## src/rtl/tpg_pkg.sv

```systemverilog
`timescale 1ns/1ps
package tpg_pkg;
    typedef enum logic [2:0] {
        ST_STOP     = 3'd0,
        ST_DRAW_OFF = 3'd1,
        ST_DRAW_LEN = 3'd2,
        ST_WAIT     = 3'd3,
        ST_DELAY    = 3'd4,
        ST_PULSE    = 3'd5
    } tpg_state_e;
endpackage

```

## src/rtl/tpg_tick.sv

```systemverilog
`timescale 1ns/1ps
module tpg_tick #(
    parameter int DIV = 200
) (
    input  logic clk,
    input  logic rst_n,
    output logic tick
);
    localparam int CW = (DIV > 1) ? $clog2(DIV) : 1;
    logic [CW-1:0] cnt_q;

    always_ff @(posedge clk or negedge rst_n) begin
        if (!rst_n) begin
            cnt_q <= '0;
            tick  <= 1'b0;
        end else if (cnt_q == CW'(DIV - 1)) begin
            cnt_q <= '0;
            tick  <= 1'b1;
        end else begin
            cnt_q <= cnt_q + CW'(1);
            tick  <= 1'b0;
        end
    end

    generate
        if (DIV > 1) begin : g_gap
            // ticks are isolated single-cycle strobes
            p_tick_gap_r7: assert property (@(posedge clk) disable iff (!rst_n)
                tick |=> !tick);
        end
    endgenerate
endmodule

```

## src/rtl/tpg_trig_cond.sv

```systemverilog
`timescale 1ns/1ps
module tpg_trig_cond #(
    parameter int SYNC = 2
) (
    input  logic clk,
    input  logic rst_n,
    input  logic pin,
    input  logic inv,
    output logic level,
    output logic rise
);
    localparam int SW = SYNC + 1;
    logic [SW-1:0] sh_q;

    always_ff @(posedge clk or negedge rst_n) begin
        if (!rst_n) sh_q <= '0;
        else        sh_q <= {sh_q[SW-2:0], pin};
    end

    // inversion after the synchronizer so a polarity change alone makes no edge
    logic prev;
    assign level = sh_q[SYNC-1] ^ inv;
    assign prev  = sh_q[SYNC] ^ inv;
    assign rise  = level & ~prev;

    // one pin transition yields at most one edge pulse
    p_rise_single_r4: assert property (@(posedge clk) disable iff (!rst_n)
        (rise && $stable(inv)) |=> !rise);
endmodule

```

## src/rtl/tpg_rand_scale.sv

```systemverilog
`timescale 1ns/1ps
module tpg_rand_scale #(
    parameter int TW = 16,
    parameter int RW = 32
) (
    input  logic [RW-1:0] word,
    input  logic [TW-1:0] lo,
    input  logic [TW-1:0] hi,
    output logic [TW-1:0] val
);
    logic [TW-1:0] span;
    assign span = hi - lo;

    always_comb begin
        val = lo;
        if (span != '0) val = lo + TW'(word % RW'(span));
    end
endmodule

```

## src/rtl/trig_pulse_gen.sv

```systemverilog
`timescale 1ns/1ps
module trig_pulse_gen import tpg_pkg::*; #(
    parameter int TW       = 16,
    parameter int RW       = 32,
    parameter int TICK_DIV = 200
) (
    input  logic          clk,
    input  logic          rst_n,
    input  logic          cfg_load,
    input  logic [TW-1:0] cfg_off_lo,
    input  logic [TW-1:0] cfg_off_hi,
    input  logic [TW-1:0] cfg_len_lo,
    input  logic [TW-1:0] cfg_len_hi,
    input  logic          cfg_trig_inv,
    input  logic          cfg_out_inv,
    input  logic          cfg_sw_src,
    input  logic          arm_set,
    input  logic          arm_clr,
    input  logic          trig_in,
    input  logic          sw_trig,
    output logic          rand_req,
    input  logic [RW-1:0] rand_word,
    output logic          glitch_out,
    output logic          armed,
    output logic [TW-1:0] last_off,
    output logic [TW-1:0] last_len
);
    tpg_state_e    state_q, state_d;
    logic [TW-1:0] off_lo_q, off_hi_q, len_lo_q, len_hi_q;
    logic          trig_inv_q, out_inv_q, sw_src_q;
    logic          armed_q;
    logic [TW-1:0] off_q, len_q, cnt_q;
    logic [TW-1:0] last_off_q, last_len_q;
    logic          act_q;
    logic          cfg_ok, cfg_accept;
    logic          tick, trig_lvl, trig_rise, trig_fire;
    logic          pulse_end;
    logic [TW-1:0] map_lo, map_hi, map_val;

    assign cfg_ok     = (cfg_off_hi >= cfg_off_lo) && (cfg_len_hi >= cfg_len_lo);
    assign cfg_accept = cfg_load && cfg_ok;

    // ---------------- configuration and arm ----------------
    always_ff @(posedge clk or negedge rst_n) begin
        if (!rst_n) begin
            off_lo_q   <= '0;
            off_hi_q   <= '0;
            len_lo_q   <= '0;
            len_hi_q   <= '0;
            trig_inv_q <= 1'b0;
            out_inv_q  <= 1'b0;
            sw_src_q   <= 1'b0;
        end else if (cfg_accept) begin
            off_lo_q   <= cfg_off_lo;
            off_hi_q   <= cfg_off_hi;
            len_lo_q   <= cfg_len_lo;
            len_hi_q   <= cfg_len_hi;
            trig_inv_q <= cfg_trig_inv;
            out_inv_q  <= cfg_out_inv;
            sw_src_q   <= cfg_sw_src;
        end
    end

    always_ff @(posedge clk or negedge rst_n) begin
        if (!rst_n)          armed_q <= 1'b0;
        else if (cfg_accept) armed_q <= 1'b0;
        else if (arm_set)    armed_q <= 1'b1;
        else if (arm_clr)    armed_q <= 1'b0;
    end

    // ---------------- helpers ----------------
    tpg_tick #(.DIV(TICK_DIV)) u_tick (
        .clk  (clk),
        .rst_n(rst_n),
        .tick (tick)
    );

    tpg_trig_cond #(.SYNC(2)) u_trig (
        .clk  (clk),
        .rst_n(rst_n),
        .pin  (trig_in),
        .inv  (trig_inv_q),
        .level(trig_lvl),
        .rise (trig_rise)
    );

    assign map_lo = (state_q == ST_DRAW_LEN) ? len_lo_q : off_lo_q;
    assign map_hi = (state_q == ST_DRAW_LEN) ? len_hi_q : off_hi_q;

    tpg_rand_scale #(.TW(TW), .RW(RW)) u_scale (
        .word(rand_word),
        .lo  (map_lo),
        .hi  (map_hi),
        .val (map_val)
    );

    assign trig_fire = sw_src_q ? sw_trig : trig_rise;

    // ---------------- next state ----------------
    always_comb begin
        state_d = state_q;
        unique case (state_q)
            ST_STOP:     state_d = ST_STOP;
            ST_DRAW_OFF: state_d = ST_DRAW_LEN;
            ST_DRAW_LEN: state_d = ST_WAIT;
            ST_WAIT: begin
                if (trig_fire) state_d = armed_q ? ST_DELAY : ST_DRAW_OFF;
            end
            ST_DELAY: begin
                if (tick && cnt_q == '0)
                    state_d = (!sw_src_q && !trig_lvl) ? ST_DRAW_OFF : ST_PULSE;
            end
            ST_PULSE: begin
                if (tick && cnt_q <= TW'(1)) state_d = ST_DRAW_OFF;
            end
            default:     state_d = ST_STOP;
        endcase
        if (cfg_accept) state_d = ST_DRAW_OFF;
    end

    assign pulse_end = (state_q == ST_PULSE) && (state_d != ST_PULSE) && !cfg_accept;

    // ---------------- state register ----------------
    always_ff @(posedge clk or negedge rst_n) begin
        if (!rst_n) state_q <= ST_STOP;
        else        state_q <= state_d;
    end

    // ---------------- datapath and outputs ----------------
    always_ff @(posedge clk or negedge rst_n) begin
        if (!rst_n) begin
            off_q      <= '0;
            len_q      <= '0;
            cnt_q      <= '0;
            act_q      <= 1'b0;
            last_off_q <= '0;
            last_len_q <= '0;
        end else begin
            if (state_q == ST_DRAW_OFF) off_q <= map_val;
            if (state_q == ST_DRAW_LEN) len_q <= map_val;

            if (state_q == ST_WAIT && state_d == ST_DELAY)
                cnt_q <= off_q;
            else if (state_q == ST_DELAY && state_d == ST_PULSE)
                cnt_q <= len_q;
            else if (tick && cnt_q != '0 &&
                     (state_q == ST_DELAY || state_q == ST_PULSE))
                cnt_q <= cnt_q - TW'(1);

            act_q <= (state_d == ST_PULSE);

            if (cfg_accept) begin
                last_off_q <= '0;
                last_len_q <= '0;
            end else if (pulse_end) begin
                last_off_q <= off_q;
                last_len_q <= len_q;
            end
        end
    end

    assign rand_req   = (state_q == ST_DRAW_OFF) || (state_q == ST_DRAW_LEN);
    assign glitch_out = act_q ^ out_inv_q;
    assign armed      = armed_q;
    assign last_off   = last_off_q;
    assign last_len   = last_len_q;

    // ---------------- assertions ----------------
    p_stop_quiet_r1: assert property (@(posedge clk) disable iff (!rst_n)
        (state_q == ST_STOP) |-> (!act_q && !rand_req));

    p_accept_clears_r2: assert property (@(posedge clk) disable iff (!rst_n)
        cfg_accept |=> (!armed_q && last_off_q == '0 && last_len_q == '0
                        && state_q == ST_DRAW_OFF));

    p_reject_keeps_r2: assert property (@(posedge clk) disable iff (!rst_n)
        (cfg_load && !cfg_ok) |=> ($stable(off_lo_q) && $stable(off_hi_q)
                                   && $stable(len_lo_q) && $stable(len_hi_q)));

    p_draw_pair_r3: assert property (@(posedge clk) disable iff (!rst_n)
        (state_q == ST_DRAW_OFF && !cfg_accept) |=> (state_q == ST_DRAW_LEN));

    p_off_range_r3: assert property (@(posedge clk) disable iff (!rst_n)
        (state_q == ST_DRAW_OFF && !cfg_accept) |=> (off_q >= off_lo_q && off_q <= off_hi_q));

    p_unarmed_no_delay_r5: assert property (@(posedge clk) disable iff (!rst_n)
        (state_q == ST_WAIT && !armed_q) |=> (state_q != ST_DELAY));

    p_rise_from_delay_r6: assert property (@(posedge clk) disable iff (!rst_n)
        $rose(act_q) |-> ($past(state_q) == ST_DELAY));

    p_readback_hold_r9: assert property (@(posedge clk) disable iff (!rst_n)
        (!pulse_end && !cfg_accept) |=> ($stable(last_off_q) && $stable(last_len_q)));
endmodule

```

## config.mk

```make
export PLATFORM = sky130hd
export DESIGN_NAME = trig_pulse_gen
export DESIGN_NICKNAME = d
export VERILOG_FILES = /design/src/rtl/tpg_pkg.sv /design/src/rtl/tpg_tick.sv /design/src/rtl/tpg_trig_cond.sv /design/src/rtl/tpg_rand_scale.sv /design/src/rtl/trig_pulse_gen.sv
export SDC_FILE = /design/constraint.sdc
export NUM_CORES = 2
export LEC_CHECK = 0
export ABC_AREA = 1
export ABC_CLOCK_PERIOD_IN_PS = 132500
export BUFFER_PORTS_ARGS = -buffer_cell sky130_fd_sc_hd__buf_2
export CORE_MARGIN = 1
export CORE_UTILIZATION = 46
export CTS_BUF_LIST = sky130_fd_sc_hd__clkbuf_4 sky130_fd_sc_hd__clkbuf_8
export CTS_CLUSTER_SIZE = 40
export DETAILED_ROUTE_END_ITERATION = 7
export GPL_ROUTABILITY_DRIVEN = 0
export GPL_TIMING_DRIVEN = 0
export PLACE_DENSITY_LB_ADDON = 0.25
export SLEW_MARGIN = 0
export SYNTH_ARGS = -nofsm -noshare
export SYNTH_HDL_FRONTEND = slang
export SYNTH_SLANG_ARGS = --single-unit
export TNS_END_PERCENT = 20
```

## constraint.sdc

```tcl
create_clock -name clk -period 132.5 [get_ports clk]
set_input_delay 19.875 -clock clk [delete_from_list [all_inputs] [get_ports clk]]
set_output_delay 19.875 -clock clk [all_outputs]
set_load 0.01 [all_outputs]
```

==> parameters.txt <==
Parameter                              Value

Cells and area
  FF/Latch Area    4100 um^2
  Area used by multi-input combinational logic    26300 um^2
  Fraction of final layout cells sized beyond drive strength 1    0.149
  Area Growth Syn to Fin    10.2%
  Share of the core filled with cells    0.511
  Finished Cell Area    37300 um^2
  Count of nets after finishing    6068
  Filler cell count in the final layout    7390

Synth
  Total of warnings raised by yosys    0
  Commonest cells in the synthesized netlist    1256 x sky130_fd_sc_hd__nand2_1, 777 x sky130_fd_sc_hd__inv_1, 452 x sky130_fd_sc_hd__ha_1
  Post-synth top area share    0.167
  Cell types with the largest area share after synthesis    sky130_fd_sc_hd__ha_1 17%, sky130_fd_sc_hd__nand2_1 14%, sky130_fd_sc_hd__dfrtp_1 12%, sky130_fd_sc_hd__inv_1 8.6%, sky130_fd_sc_hd__o21ai_0 5.9%
  Count of distinct cell types in the synthesized netlist    76
  Average size of a mapped cell    6.37 um^2
  Most area-hungry cell type in the Yosys netlist    sky130_fd_sc_hd__ha_1
  #FFs+latches synth    164
  Cell area after synthesis    33800 um^2
  Primary flip-flop cell chosen by synthesis mapping    sky130_fd_sc_hd__dfrtp_1
  Number of enable flip-flop cells after synthesis    0
  Most repeated cell in the gate-level netlist after synthesis    sky130_fd_sc_hd__nand2_1
  Ys async rst share    1.00
  Post-synthesis cell count    5302
  Post-synthesis sequential area ratio    0.121
  Net count after synthesis    5863

Critical path
  Top Family by Delay on Critical Path    compound AO/OA/AOI/OAI gates
  Kind of end point of the critical path    flop
  Reg2Reg Setup Slack    26.70 ns
  Startpoint type of the worst setup path    input port
  Most numerous cell on the critical path    sky130_fd_sc_hd__inv_1
  Kind of critical path    in -> reg
  Data required time at the worst endpoint    132.90 ns
  Arrival time at the worst endpoint    121.70 ns
  Largest stage delay, worst path    0.45 ns
  Slowest cell on the critical path    sky130_fd_sc_hd__fa_1
  Number of buffers and inverters on the critical path    267
  Logic depth of the worst setup path including buffers    927
  Number of cells traversed by the worst register-to-register path    765
  Biggest fanout along the worst timing path    11

GRT
  Global-route wire length before repair    150 mm
  Total congestion overflow    0
  Antenna violations before repair    4
  Maximum number of pins on one net before global-route repair    91
  Overall track demand over capacity in global routing    0.240
  Via count of the first global-routing pass    31200

Drt
  Total via count after detailed routing    33700
  First DRT Iteration DRCs    2025
  Average routed wire per standard cell    14.0 um
  Overall routed net length    90.9 mm
  Vias per cell    5.19
  Number of detailed-route iterations in the first pass    8
  Count of nets left with antenna violations after detail routing    0
  Post-route DRC violation count    2

STA
  Number of endpoints failing setup at the final stage    0
  Number of max-slew violations in the final report    0
  Relative slew slack    0.0557
  Final Skew    0.0214 ns
  Final hold viol count    0
  Slew @ Worst Pin    1.41 ns
  FMAX    8.24 MHz
  Fin worst setup slack    11.20 ns
  Final worst path period share    0.915
  Final min period    121.30 ns
  Worst hold margin    0.364 ns

Floorplanning
  Floorplan die area    74600 um^2
  Count of standard-cell rows    99
  Initial Utilization    0.464
  # IOs    141
  CORE AREA    72800 um^2
  Overall die height    273 um
  Die outline width    273 um

Status
  Status    finished with violations
  Violated checks    design-rule violations

Clock network
  Clock transition time at the flip-flop clock pins of the worst setup and hold paths    0.11 ns
  H-tree level count    4
  Number of clock sinks    164
  Buffers from clock root to sink, at most    2
  Clk root buf    sky130_fd_sc_hd__clkbuf_8
  Clock latency on the worst-skew pair    0.48 ns
  TritonCTS clock tree    done
  Number of buffers created by CTS    17

Placed design
  Total of buffers placed on input and output ports    140
  HPWL after detailed placement    75.2 mm
  Pre-CTS setup slack    -1.78 ns
  Placed inst area    36000 um^2

Run
  Max-capacitance violation count    0

Hold path
  Worst hold path depth    0
  Type of the tightest min-delay check    reg -> reg
==> per-layer routing <==
metal / vias up / track usage / wire (um)
met1: 15200 / 0.320 / 43100
met2: 579 / 0.425 / 42600
met5: - / 0 / 21
li1: 17800 / - / -
met3: 76 / 0.0156 / 3840
met4: 4 / 0.0422 / 1360
==> logic make-up (layout without fill, tap and decap cells) <==
logic type / Yosys count / after routing / synth area share
other: 0 / 4 / 0
adder cells (fa/ha/maj): 455 / 455 / 0.169
multiplexers: 24 / 24 / 0.00792
flip-flops: 164 / 164 / 0.121
AND/OR/NAND/NOR: 2441 / 2441 / 0.346
AO/OA/AOI/OAI: 944 / 944 / 0.155
buffers and inverters: 955 / 1173 / 0.117
XOR/XNOR: 319 / 319 / 0.0834
==> cell usage in the layout, fill, tap and decap left out, types with 12 or more instances in the layout <==
| master | netlist | routed |
|---|---|---|
| sky130_fd_sc_hd__buf_2 | 8 | 149 |
| sky130_fd_sc_hd__buf_6 | 27 | 28 |
| sky130_fd_sc_hd__nand2_4 | 29 | 29 |
| sky130_fd_sc_hd__nor4_1 | 12 | 12 |
| sky130_fd_sc_hd__or2_2 | 60 | 60 |
| sky130_fd_sc_hd__a21o_1 | 32 | 32 |
| sky130_fd_sc_hd__dfrtp_1 | 164 | 164 |
| sky130_fd_sc_hd__a21oi_1 | 305 | 237 |
| sky130_fd_sc_hd__o31ai_1 | 31 | 29 |
| sky130_fd_sc_hd__o21a_1 | 14 | 14 |
| sky130_fd_sc_hd__nand3_2 | 67 | 67 |
| sky130_fd_sc_hd__xnor2_1 | 92 | 91 |
| sky130_fd_sc_hd__clkbuf_4 | 0 | 15 |
| sky130_fd_sc_hd__xor2_1 | 225 | 224 |
| sky130_fd_sc_hd__clkbuf_1 | 83 | 54 |
| sky130_fd_sc_hd__nor2_2 | 26 | 31 |
| sky130_fd_sc_hd__ha_1 | 452 | 451 |
| sky130_fd_sc_hd__o21ai_0 | 396 | 383 |
| sky130_fd_sc_hd__nor3_1 | 42 | 40 |
| sky130_fd_sc_hd__buf_4 | 10 | 48 |
| sky130_fd_sc_hd__nand4_1 | 79 | 79 |
| sky130_fd_sc_hd__o21bai_1 | 38 | 36 |
| sky130_fd_sc_hd__inv_1 | 777 | 771 |
| sky130_fd_sc_hd__o21ai_2 | 8 | 17 |
| sky130_fd_sc_hd__clkbuf_8 | 3 | 20 |
| sky130_fd_sc_hd__inv_2 | 20 | 25 |
| sky130_fd_sc_hd__nor2_4 | 23 | 28 |
| sky130_fd_sc_hd__o21ai_1 | 46 | 50 |
| sky130_fd_sc_hd__a21oi_2 | 2 | 64 |
| sky130_fd_sc_hd__a31oi_1 | 17 | 17 |
| sky130_fd_sc_hd__nand2_2 | 108 | 112 |
| sky130_fd_sc_hd__nand2_1 | 1256 | 1252 |
| sky130_fd_sc_hd__nor2_1 | 306 | 296 |
| sky130_fd_sc_hd__mux2_2 | 22 | 22 |
| sky130_fd_sc_hd__nand3b_1 | 37 | 37 |
| sky130_fd_sc_hd__nand3_1 | 354 | 354 |
==> flip-flops by register name (all words and copies together), names as in the netlist, 3 cells and up <==
signal	count
last_len	16
len_hi_q	16
last_off	16
off_hi_q	16
off_q	16
off_lo_q	16
u_trig.sh_q	3
state_q	3
len_lo_q	16
u_tick.cnt_q	8
cnt_q	16
len_q	16
==> final cells by class <==
| type | instances | area share |
|---|---|---|
| flip-flops and latches | 164 | 0.110 |
| plain buffers | 137 | 0.0245 |
| multi-input cells | 4183 | 0.705 |
| repair buffers | 187 | 0.0327 |
| clock inverters | 15 | 0.00527 |
| clock buffers | 17 | 0.00628 |
| well taps | 959 | 0.0322 |
| inverters | 817 | 0.0838 |
| diodes | 4 | 0.000269 |
==> per-stage QoR <==
step	setup TNS [ns]	instances
2_1_floorplan	0	5302
3_3_place_gp	-3.27	6401
3_5_place_dp	-48.05	6411
4_1_cts	0	6442
5_1_grt	-5.84	6479
6_report	0	6483
==> path summary, 6_finish.rpt <==
check	startpoint	endpoint
hold / removal	u_trig.sh_q[0]$_DFF_PN0_	u_trig.sh_q[1]$_DFF_PN0_
min in group asynchronous	rst_n	armed$_DFFE_PN0P_
hold reg to reg	u_trig.sh_q[0]$_DFF_PN0_	u_trig.sh_q[1]$_DFF_PN0_
max in group asynchronous	rst_n	len_q[9]$_DFFE_PN0P_
setup / recovery	rand_word[31]	off_q[6]$_DFFE_PN0N_
setup reg to reg	state_q[2]$_DFF_PN0_	off_q[6]$_DFFE_PN0N_
==> timing repair <==
item                       in CTS  in global routing
pin swaps                       0                 17
hold buffers                    0                  0
setup endpoints to repair      32                 32
setup buffers                   0                 37
resized for setup              10                214
Power is left out: the tool's default activity adds up to more than one toggle a clock period on the data nets, which glitch-free logic cannot reach.
